<file path="config.mk">
export PLATFORM = sky130hd
export DESIGN_NAME = pfs_serializer
export DESIGN_NICKNAME = d
export VERILOG_FILES = /design/src/rtl/pfs_pkg.sv /design/src/rtl/pfs_lfsr_step.sv /design/src/rtl/pfs_balance.sv /design/src/rtl/pfs_ctl_encode.sv /design/src/rtl/pfs_serializer.sv
export SDC_FILE = /design/constraint.sdc
export NUM_CORES = 1
export LEC_CHECK = 0
export BUFFER_PORTS_ARGS = -buffer_cell sky130_fd_sc_hd__buf_2
export CORE_MARGIN = 4
export CORE_UTILIZATION = 40
export DETAILED_ROUTE_END_ITERATION = 10
export HOLD_SLACK_MARGIN = 0.08
export RECOVER_POWER = 100
export SYNTH_ARGS = -nofsm -noshare
export SYNTH_HDL_FRONTEND = slang
export SYNTH_HIERARCHICAL = 1
export SYNTH_SLANG_ARGS = --single-unit
</file>
<file path="constraint.sdc">
create_clock -name clk -period 8.65 [get_ports clk]
set_clock_uncertainty 0.05 [all_clocks]
set_input_delay 0.865 -clock clk [delete_from_list [all_inputs] [get_ports clk]]
set_output_delay 0.865 -clock clk [all_outputs]
set_load 0.01 [all_outputs]
</file>
<file path="src/rtl/pfs_pkg.sv">
package pfs_pkg;

    typedef enum logic [1:0] {
        PH_DE = 2'd0,
        PH_HS = 2'd1,
        PH_VS = 2'd2
    } ctl_phase_e;

    function automatic ctl_phase_e next_phase(input ctl_phase_e ph);
        case (ph)
            PH_DE:   return PH_HS;
            PH_HS:   return PH_VS;
            default: return PH_DE;
        endcase
    endfunction

endpackage

</file>
<file path="src/rtl/pfs_lfsr_step.sv">
module pfs_lfsr_step #(
    parameter int              W    = 24,
    parameter logic [W-1:0]    TAPS = 24'hE1_0000
) (
    input  logic [W-1:0] state_i,
    output logic [W-1:0] state_o
);
    logic fb;

    always_comb begin
        fb      = ^(state_i & TAPS);
        state_o = {state_i[W-2:0], fb};
    end
endmodule

</file>
<file path="src/rtl/pfs_balance.sv">
module pfs_balance #(
    parameter int PAY_W = 24,
    parameter int RD_W  = 7
) (
    input  logic [PAY_W-1:0]       word_i,
    input  logic signed [RD_W-1:0] rd_i,
    output logic [PAY_W-1:0]       sent_o,
    output logic                   inv_o,
    output logic signed [RD_W-1:0] sent_disp_o
);
    localparam int ONES_W = $clog2(PAY_W + 1);

    logic [ONES_W-1:0]       ones;
    logic signed [RD_W-1:0]  word_disp;

    always_comb begin
        ones = '0;
        for (int i = 0; i < PAY_W; i++) begin
            ones = ones + ONES_W'(word_i[i]);
        end
        word_disp   = RD_W'(2 * int'(ones) - PAY_W);
        inv_o       = (word_disp != 0) && (rd_i != 0) &&
                      (word_disp[RD_W-1] == rd_i[RD_W-1]);
        sent_o      = inv_o ? ~word_i : word_i;
        sent_disp_o = inv_o ? -word_disp : word_disp;
    end
endmodule

</file>
<file path="src/rtl/pfs_ctl_encode.sv">
module pfs_ctl_encode
    import pfs_pkg::*;
#(
    parameter int PAY_W = 24
) (
    input  logic [PAY_W-1:0] sent_i,
    input  logic             mode24_i,
    input  ctl_phase_e       phase_i,
    input  logic             vs_i,
    input  logic             hs_i,
    input  logic             de_i,
    output logic             flag_o
);
    logic sel;

    always_comb begin
        case (phase_i)
            PH_DE:   sel = de_i;
            PH_HS:   sel = hs_i;
            default: sel = vs_i;
        endcase
        flag_o = (^sent_i) ^ (mode24_i & sel);
    end
endmodule

</file>
<file path="src/rtl/pfs_serializer.sv">
module pfs_serializer
    import pfs_pkg::*;
#(
    parameter int               PAY_W     = 24,
    parameter int               RED_W     = 18,
    parameter logic [PAY_W-1:0] LFSR_TAPS = 24'hE1_0000
) (
    input  logic             clk,
    input  logic             rst_n,
    input  logic [PAY_W-1:0] pix_i,
    input  logic             vs_i,
    input  logic             hs_i,
    input  logic             de_i,
    input  logic             mode24_i,
    output logic             ser_o,
    output logic             fs_o
);
    localparam int FRAME_W = PAY_W + 4;
    localparam int CNT_W   = $clog2(FRAME_W);
    localparam int RD_W    = $clog2(PAY_W) + 2;
    localparam logic [CNT_W-1:0] CNT_LAST = CNT_W'(FRAME_W - 1);

    typedef struct packed {
        logic [CNT_W-1:0]       cnt;
        logic [FRAME_W-1:0]     shreg;
        logic signed [RD_W-1:0] rd;
        logic [PAY_W-1:0]       lfsr;
        ctl_phase_e             phase;
        logic                   ser;
        logic                   fs;
    } st_t;

    st_t st_d, st_q;

    logic [PAY_W-1:0]       masked;
    logic [PAY_W-1:0]       scrambled;
    logic [PAY_W-1:0]       sent;
    logic                   inv;
    logic                   ctl_flag;
    logic signed [RD_W-1:0] sent_disp;
    logic [PAY_W-1:0]       lfsr_nx;
    logic [FRAME_W-1:0]     frame;
    logic signed [RD_W-1:0] rd_now;

    for (genvar g = 0; g < PAY_W; g++) begin : g_mask
        if (g >= RED_W) begin : g_hi
            assign masked[g] = pix_i[g] & mode24_i;
        end else begin : g_lo
            assign masked[g] = pix_i[g];
        end
    end

    assign scrambled = masked ^ st_q.lfsr;

    pfs_lfsr_step #(.W(PAY_W), .TAPS(LFSR_TAPS)) u_lfsr (
        .state_i (st_q.lfsr),
        .state_o (lfsr_nx)
    );

    pfs_balance #(.PAY_W(PAY_W), .RD_W(RD_W)) u_bal (
        .word_i      (scrambled),
        .rd_i        (st_q.rd),
        .sent_o      (sent),
        .inv_o       (inv),
        .sent_disp_o (sent_disp)
    );

    pfs_ctl_encode #(.PAY_W(PAY_W)) u_ctl (
        .sent_i   (sent),
        .mode24_i (mode24_i),
        .phase_i  (st_q.phase),
        .vs_i     (vs_i),
        .hs_i     (hs_i),
        .de_i     (de_i),
        .flag_o   (ctl_flag)
    );

    assign frame  = {1'b0, inv, ctl_flag, sent, 1'b1};
    assign rd_now = st_q.rd;

    always_comb begin
        st_d = st_q;
        if (st_q.cnt == '0) begin
            st_d.ser   = frame[0];
            st_d.shreg = frame >> 1;
            st_d.fs    = 1'b1;
            st_d.lfsr  = lfsr_nx;
            st_d.rd    = st_q.rd + sent_disp;
            st_d.phase = next_phase(st_q.phase);
        end else begin
            st_d.ser   = st_q.shreg[0];
            st_d.shreg = st_q.shreg >> 1;
            st_d.fs    = 1'b0;
        end
        st_d.cnt = (st_q.cnt == CNT_LAST) ? '0 : st_q.cnt + 1'b1;
    end

    always_ff @(posedge clk) begin
        if (!rst_n) begin
            st_q.cnt   <= '0;
            st_q.shreg <= '0;
            st_q.rd    <= '0;
            st_q.lfsr  <= '1;
            st_q.phase <= PH_DE;
            st_q.ser   <= 1'b0;
            st_q.fs    <= 1'b0;
        end else begin
            st_q <= st_d;
        end
    end

    assign ser_o = st_q.ser;
    assign fs_o  = st_q.fs;

endmodule

</file>
==> results of run 1 <==
==> cell type report <==
| class | instances | area [sq um] | area share |
|---|---|---|---|
| Timing Repair Buffer | 35 | 180 | 0.0365 |
| Multi-Input combinational cell | 383 | 2790 | 0.565 |
| Inverter | 43 | 161 | 0.0327 |
| Tap cell | 143 | 179 | 0.0362 |
| Clock buffer | 12 | 256 | 0.0520 |
| Sequential cell | 66 | 1320 | 0.268 |
| Clock inverter | 4 | 50.0 | 0.0101 |
==> registers in the layout (all words and copies together), names as in the netlist <==
register / cells
st_q: 57
fs_o: 1
rd_now: 7
ser_o: 1
==> worst paths after layout <==
| kind | startpoint | cells past startpoint | slack (ns) | to |
|---|---|---|---|---|
| worst max-delay path | mode24_i | 29 | 1.09 | st_q[59] |
| worst min-delay path | st_q[35] | 1 | 0.40 | ser_o |
| worst max register to register | st_q[4] | 26 | 1.50 | st_q[59] |
| worst min register to register | st_q[35] | 1 | 0.40 | ser_o |
==> per-layer routing <==
metal  vias to the layer above  wire length, um
met4                         0              208
met3                        20              216
met1                      1583             4360
met5                         -                0
li1                       1711                -
met2                        33             4540
==> placed cells by master, fill, tap and decap left out, drive strengths merged, types with 2 or more instances in the layout <==
cell      synthesis  final
clkbuf           19     16
clkinvlp          0      2
nor2b             4      4
a211o             5      5
nor3              2      2
a31oi             3      3
nand4b            2      2
dfxtp            66     66
or4b              2      2
nor2             11     11
xor2             22     22
o211ai            3      3
mux2i             2      2
nand3            30     30
or2               4      4
o21a              4      4
and3              5      5
a21boi           30     30
inv              43     43
nand2b            3      3
a22oi             3      3
nand2           118    118
ha               17     17
mux2              2      2
xnor3             2      2
a21o              4      4
fa               18     18
a21oi             5      5
buf              30     31
xnor2            56     56
a211oi            5      5
o21ai             2      2
and2              5      5
==> kinds of logic after synthesis <==
logic type	after synthesis	share of synthesized area
AO/OA/AOI/OAI	70	0.114
adder cells (fa/ha/maj)	35	0.122
AND/OR/NAND/NOR	193	0.185
XOR/XNOR	80	0.185
multiplexers	4	0.00982
buffers and inverters	92	0.103
other	1	0.000795
flip-flops	66	0.280
==> per-stage QoR <==
step                      hold slack [ns]  cells
final                               0.397    686
after global routing                0.421    686
after CTS                           0.398    686
after detailed placement            0.378    670
after global placement              0.381    670
after floorplan                     0.368    541
==> critical path, delay by kind of cell <==
family	cells	cell delay (ns)
AO/OA/AOI/OAI	3	0.74
XOR/XNOR	7	1.64
adder cells (fa/ha/maj)	8	3.18
buffers and inverters	7	0.92
AND/OR/NAND/NOR	4	0.40
==> Yosys cell counts (all sizes together), types with 11 or more instances <==
library cell / instances / share of area
inv: 43 / 0.034
nand3: 30 / 0.032
dfxtp: 66 / 0.28
fa: 18 / 0.076
buf: 30 / 0.054
xnor2: 56 / 0.13
a21boi: 30 / 0.048
nand2: 118 / 0.094
ha: 17 / 0.045
xor2: 22 / 0.041
clkbuf: 19 / 0.015
nor2: 11 / 0.0088
==> metrics.md, run 1 <==
| Metric | Value |
|---|---|
| Ratio of cells with drive above 1 in the final layout | `0.107` |
| Port bufs | `31` |
| Final setup violation count | `0` |
| GRT met2 Usage | `0.249` |
| Worst-margin pin slew | `2.57 ns` |
| EDFF count, synth | `0` |
| Placed Area | `4770 sq um` |
| Total vias in the final route | `3,347` |
| Syn Area/Cell | `8.71 sq um` |
| DR vias/cell | `4.88` |
| Met3 GRT Util | `0.0269` |
| WL/cell | `13.6 um` |
| Mapped cell area | `4710 sq um` |
| Failing checks | `capacitance limit, slew limit` |
| Status | `finished with violations` |
| Initial drt markers | `176` |
| Root Buffer Master | `clkbuf_16` |
| Clk sinks | `66` |
| CTS tree | `done` |
| Initial core utilization | `0.411` |
| Global route overflow | `0` |
| Mapped Cells | `541` |
| Cts bufs inserted | `9` |
| Sequential element share of the synthesized area | `0.280` |
| Die Y | `117 um` |
| Cts repair resizes | `0` |
| Synthesized net count | `606` |
| Number of max-cap violations | `1` |
| Worst setup margin | `1.09 ns` |
| Final nets | `603` |
| First-pass GRT wire length | `15.9 mm` |
| Final instance area | `4940 sq um` |
| Layer with the highest usage | `met2` |
| Fin crit share | `0.874` |
| Cell variety after synth | `56` |
| # IOs | `32` |
| CP max stage cell | `fa_1` |
| Diode count | `0` |
| Crit. End Element | `flip-flop` |
| Worst Hold Class | `reg -> reg` |
| CTS H-tree lvls | `3` |
| Critical Path Max Stage Delay | `0.49 ns` |
| Pin count of the biggest net entering global routing | `68` |
| Post-DP HPWL | `6.69 mm` |
| Top_reg_cell synth | `dfxtp_1` |
| Die area | `13,600 sq um` |
| Setup bufs post-CTS | `0` |
| Clock Latency Late Sink | `0.33 ns` |
| Setup tns final | `0 ns` |
| Area of the core | `11,500 sq um` |
| Pre-Repair DR Iteration Count | `4` |
| Die Width | `117 um` |
| Fin. Hold Viols | `0` |
| RSZ-0062 raised after global routing | `false` |
| Post-Route WL | `9.32 mm` |
| Fin util | `0.430` |
| Worst EP arrival | `7.77 ns` |
| Startpoint Class | `input port` |
| CTS clock-pin slew for the worst setup and hold paths | `0.05 ns` |
| Ys async rst share | `0` |
| Gp weighted congestion | `0.904` |
| CP Class | `in -> reg` |
| Met1 Use GR | `0.189` |
| Antenna viol nets, final | `0` |
| Antenna violations before repair | `0` |
| CP max FO | `17` |
| Synth Register Bits | `66` |
| Slew headroom | `-0.715` |
| Pre-CTS WS | `0.717 ns` |
| Fillers | `1,139` |
| Crit-path most repeated cell | `fa_1` |
| Total Routing Usage GR | `0.149` |
| Max-slew violations | `68` |
| # DRC | `0` |
| Tmin final | `7.56 ns` |
| Achievable Freq | `132 MHz` |
| Number of global-route vias before repair | `3,355` |
| Post-CTS Hold Buffers | `0` |
| Site row count | `39` |
| Area Overhead vs Synth | `4.70%` |
| Max Buffers Root-to-Sink | `2` |
| Synth Warn # | `6` |
| Critical Path RT | `8.86 ns` |
Power of run 1 is not shown: default switching activity piles up to over one toggle a cycle in this logic, so the estimate is an artifact.
==> run 2: changes to the inputs <==
- RECOVER_POWER: 100 -> 50
==> metrics.md, run 2 (synthesized netlist as in run 1, its figures left out) <==
| Metric | Value |
|---|---|
| Status | `finished with violations` |
| Failing checks | `capacitance limit, slew limit` |
| Register area | `1320 sq um (unchanged)` |
| Worst Hold Class | `reg -> reg` |
| Pre-Repair DR Iteration Count | `4 (unchanged)` |
| Startpoint Class | `input port` |
| Antenna violations before repair | `0 (unchanged)` |
| Setup bufs post-CTS | `0 (unchanged)` |
| Max Buffers Root-to-Sink | `2 (unchanged)` |
| Die Width | `117 um (unchanged)` |
| Fillers | `1,111 (-2.5%)` |
| Initial core utilization | `0.411 (unchanged)` |
| Post-Route WL | `9.24 mm (-0.86%)` |
| Global route overflow | `0 (unchanged)` |
| Number of max-cap violations | `1 (unchanged)` |
| Antenna viol nets, final | `0 (unchanged)` |
| Final setup violation count | `0 (unchanged)` |
| Area Overhead vs Synth | `7.62%` |
| Gp weighted congestion | `0.904 (unchanged)` |
| Max-slew violations | `68 (unchanged)` |
| Final instance area | `5070 sq um (+2.8%)` |
| CTS clock-pin slew for the worst setup and hold paths | `0.05 ns (about the same)` |
| Critical Path RT | `8.86 ns (about the same)` |
| Ratio of cells with drive above 1 in the final layout | `0.144 (+0.0368)` |
| Crit. End Element | `flip-flop` |
| Port bufs | `31 (unchanged)` |
| Total vias in the final route | `3,367 (+0.60%)` |
| Cts bufs inserted | `9 (unchanged)` |
| Slew headroom | `-0.692 (+0.0229)` |
| RSZ-0062 raised after global routing | `false` |
| Post-DP HPWL | `6.69 mm (unchanged)` |
| Fin crit share | `0.877 (+0.00252)` |
| Clock Latency Late Sink | `0.33 ns (about the same)` |
| Tmin final | `7.58 ns (+0.0218 ns)` |
| Achievable Freq | `132 MHz (-0.29%)` |
| Pin count of the biggest net entering global routing | `68 (unchanged)` |
| CP Class | `in -> reg` |
| Initial drt markers | `192 (+9.1%)` |
| WL/cell | `13.5 um (-0.86%)` |
| CTS H-tree lvls | `3 (unchanged)` |
| Die Y | `117 um (unchanged)` |
| Max FFs per register | `57 (unchanged)` |
| Clk sinks | `66 (unchanged)` |
| Worst-margin pin slew | `2.54 ns (-0.0344 ns)` |
| # DRC | `0 (unchanged)` |
| CP max stage cell | `fa_1` |
| Setup tns final | `0 ns (unchanged)` |
| Site row count | `39 (unchanged)` |
| DR vias/cell | `4.91 (+0.60%)` |
| Footprint of the multi-input gates | `2920 sq um (+4.9%)` |
| Most frequent cells in the layout | `118 x nand2_1, 66 x dfxtp_1, 42 x inv_1, 37 x xnor2_1, 30 x nand3_1` |
| Placed Area | `4770 sq um (unchanged)` |
| Diode count | `0 (unchanged)` |
| Crit-path most repeated cell | `fa_1` |
| Number of global-route vias before repair | `3,355 (unchanged)` |
| Final nets | `603 (unchanged)` |
| Total Routing Usage GR | `0.149 (unchanged)` |
| Cts repair resizes | `0 (unchanged)` |
| Post-CTS Hold Buffers | `0 (unchanged)` |
| CP max FO | `17 (unchanged)` |
| Die area | `13,600 sq um (unchanged)` |
| Biggest register | `st_q` |
| First-pass GRT wire length | `15.9 mm (unchanged)` |
| # IOs | `32 (unchanged)` |
| Commonest non-fill, non-tap cell in the layout | `nand2_1` |
| Fin. Hold Viols | `0 (unchanged)` |
| Worst EP arrival | `7.79 ns (+0.02 ns)` |
| CTS tree | `done` |
| Area of the core | `11,500 sq um (unchanged)` |
| Critical Path Max Stage Delay | `0.49 ns (about the same)` |
| Root Buffer Master | `clkbuf_16` |
==> run 2: stage by stage <==
step | hold WS [ns] | worst slack, ns | util | instances
finish | 0.397 | 1.07 | 0.442 | 686
global route | 0.421 | 0.552 | 0.442 | 686
CTS | 0.398 | 1.03 | 0.443 | 686
detailed placement | 0.378 | 0.717 | 0.416 | 670
global placement | 0.381 | 0.952 | 0.416 | 670
floorplan | 0.368 | 1.48 | - | 541
==> run 2: cell type report <==
cell class,count,area share
Timing Repair Buffer,35,0.0358
Multi-Input combinational cell,383,0.576
Clock buffer,12,0.0506
Clock inverter,4,0.00986
Inverter,43,0.0318
Tap cell,143,0.0353
Sequential cell,66,0.260
==> run 2: final timing paths <==
check	cells past startpoint	slack, ns	endpoint	start
max	29	1.07	st_q[59]	mode24_i
min	1	0.40	ser_o	st_q[35]
max reg2reg	28	1.33	st_q[59]	st_q[9]
min reg2reg	1	0.40	ser_o	st_q[35]
==> run 2: routing by layer <==
metal | up-vias | share of wire | track usage
li1 | 1716 | - | -
met1 | 1587 | 0.47 | 0.189
met2 | 48 | 0.49 | 0.249
met3 | 16 | 0.026 | 0.0269
met4 | 0 | 0.019 | 0.0596
met5 | - | 0 | 0
==> run 2: critical path: cells and delay by family <==
kind	cells	cell delay [ns]
xor gates and xnor gates	7	1.70
adders and majority gates	8	3.20
AOI/OAI and AO/OA	3	0.75
buffers and inverters	7	0.88
and+or+nand+nor	4	0.37
Power of run 2 is left out for the same reason.
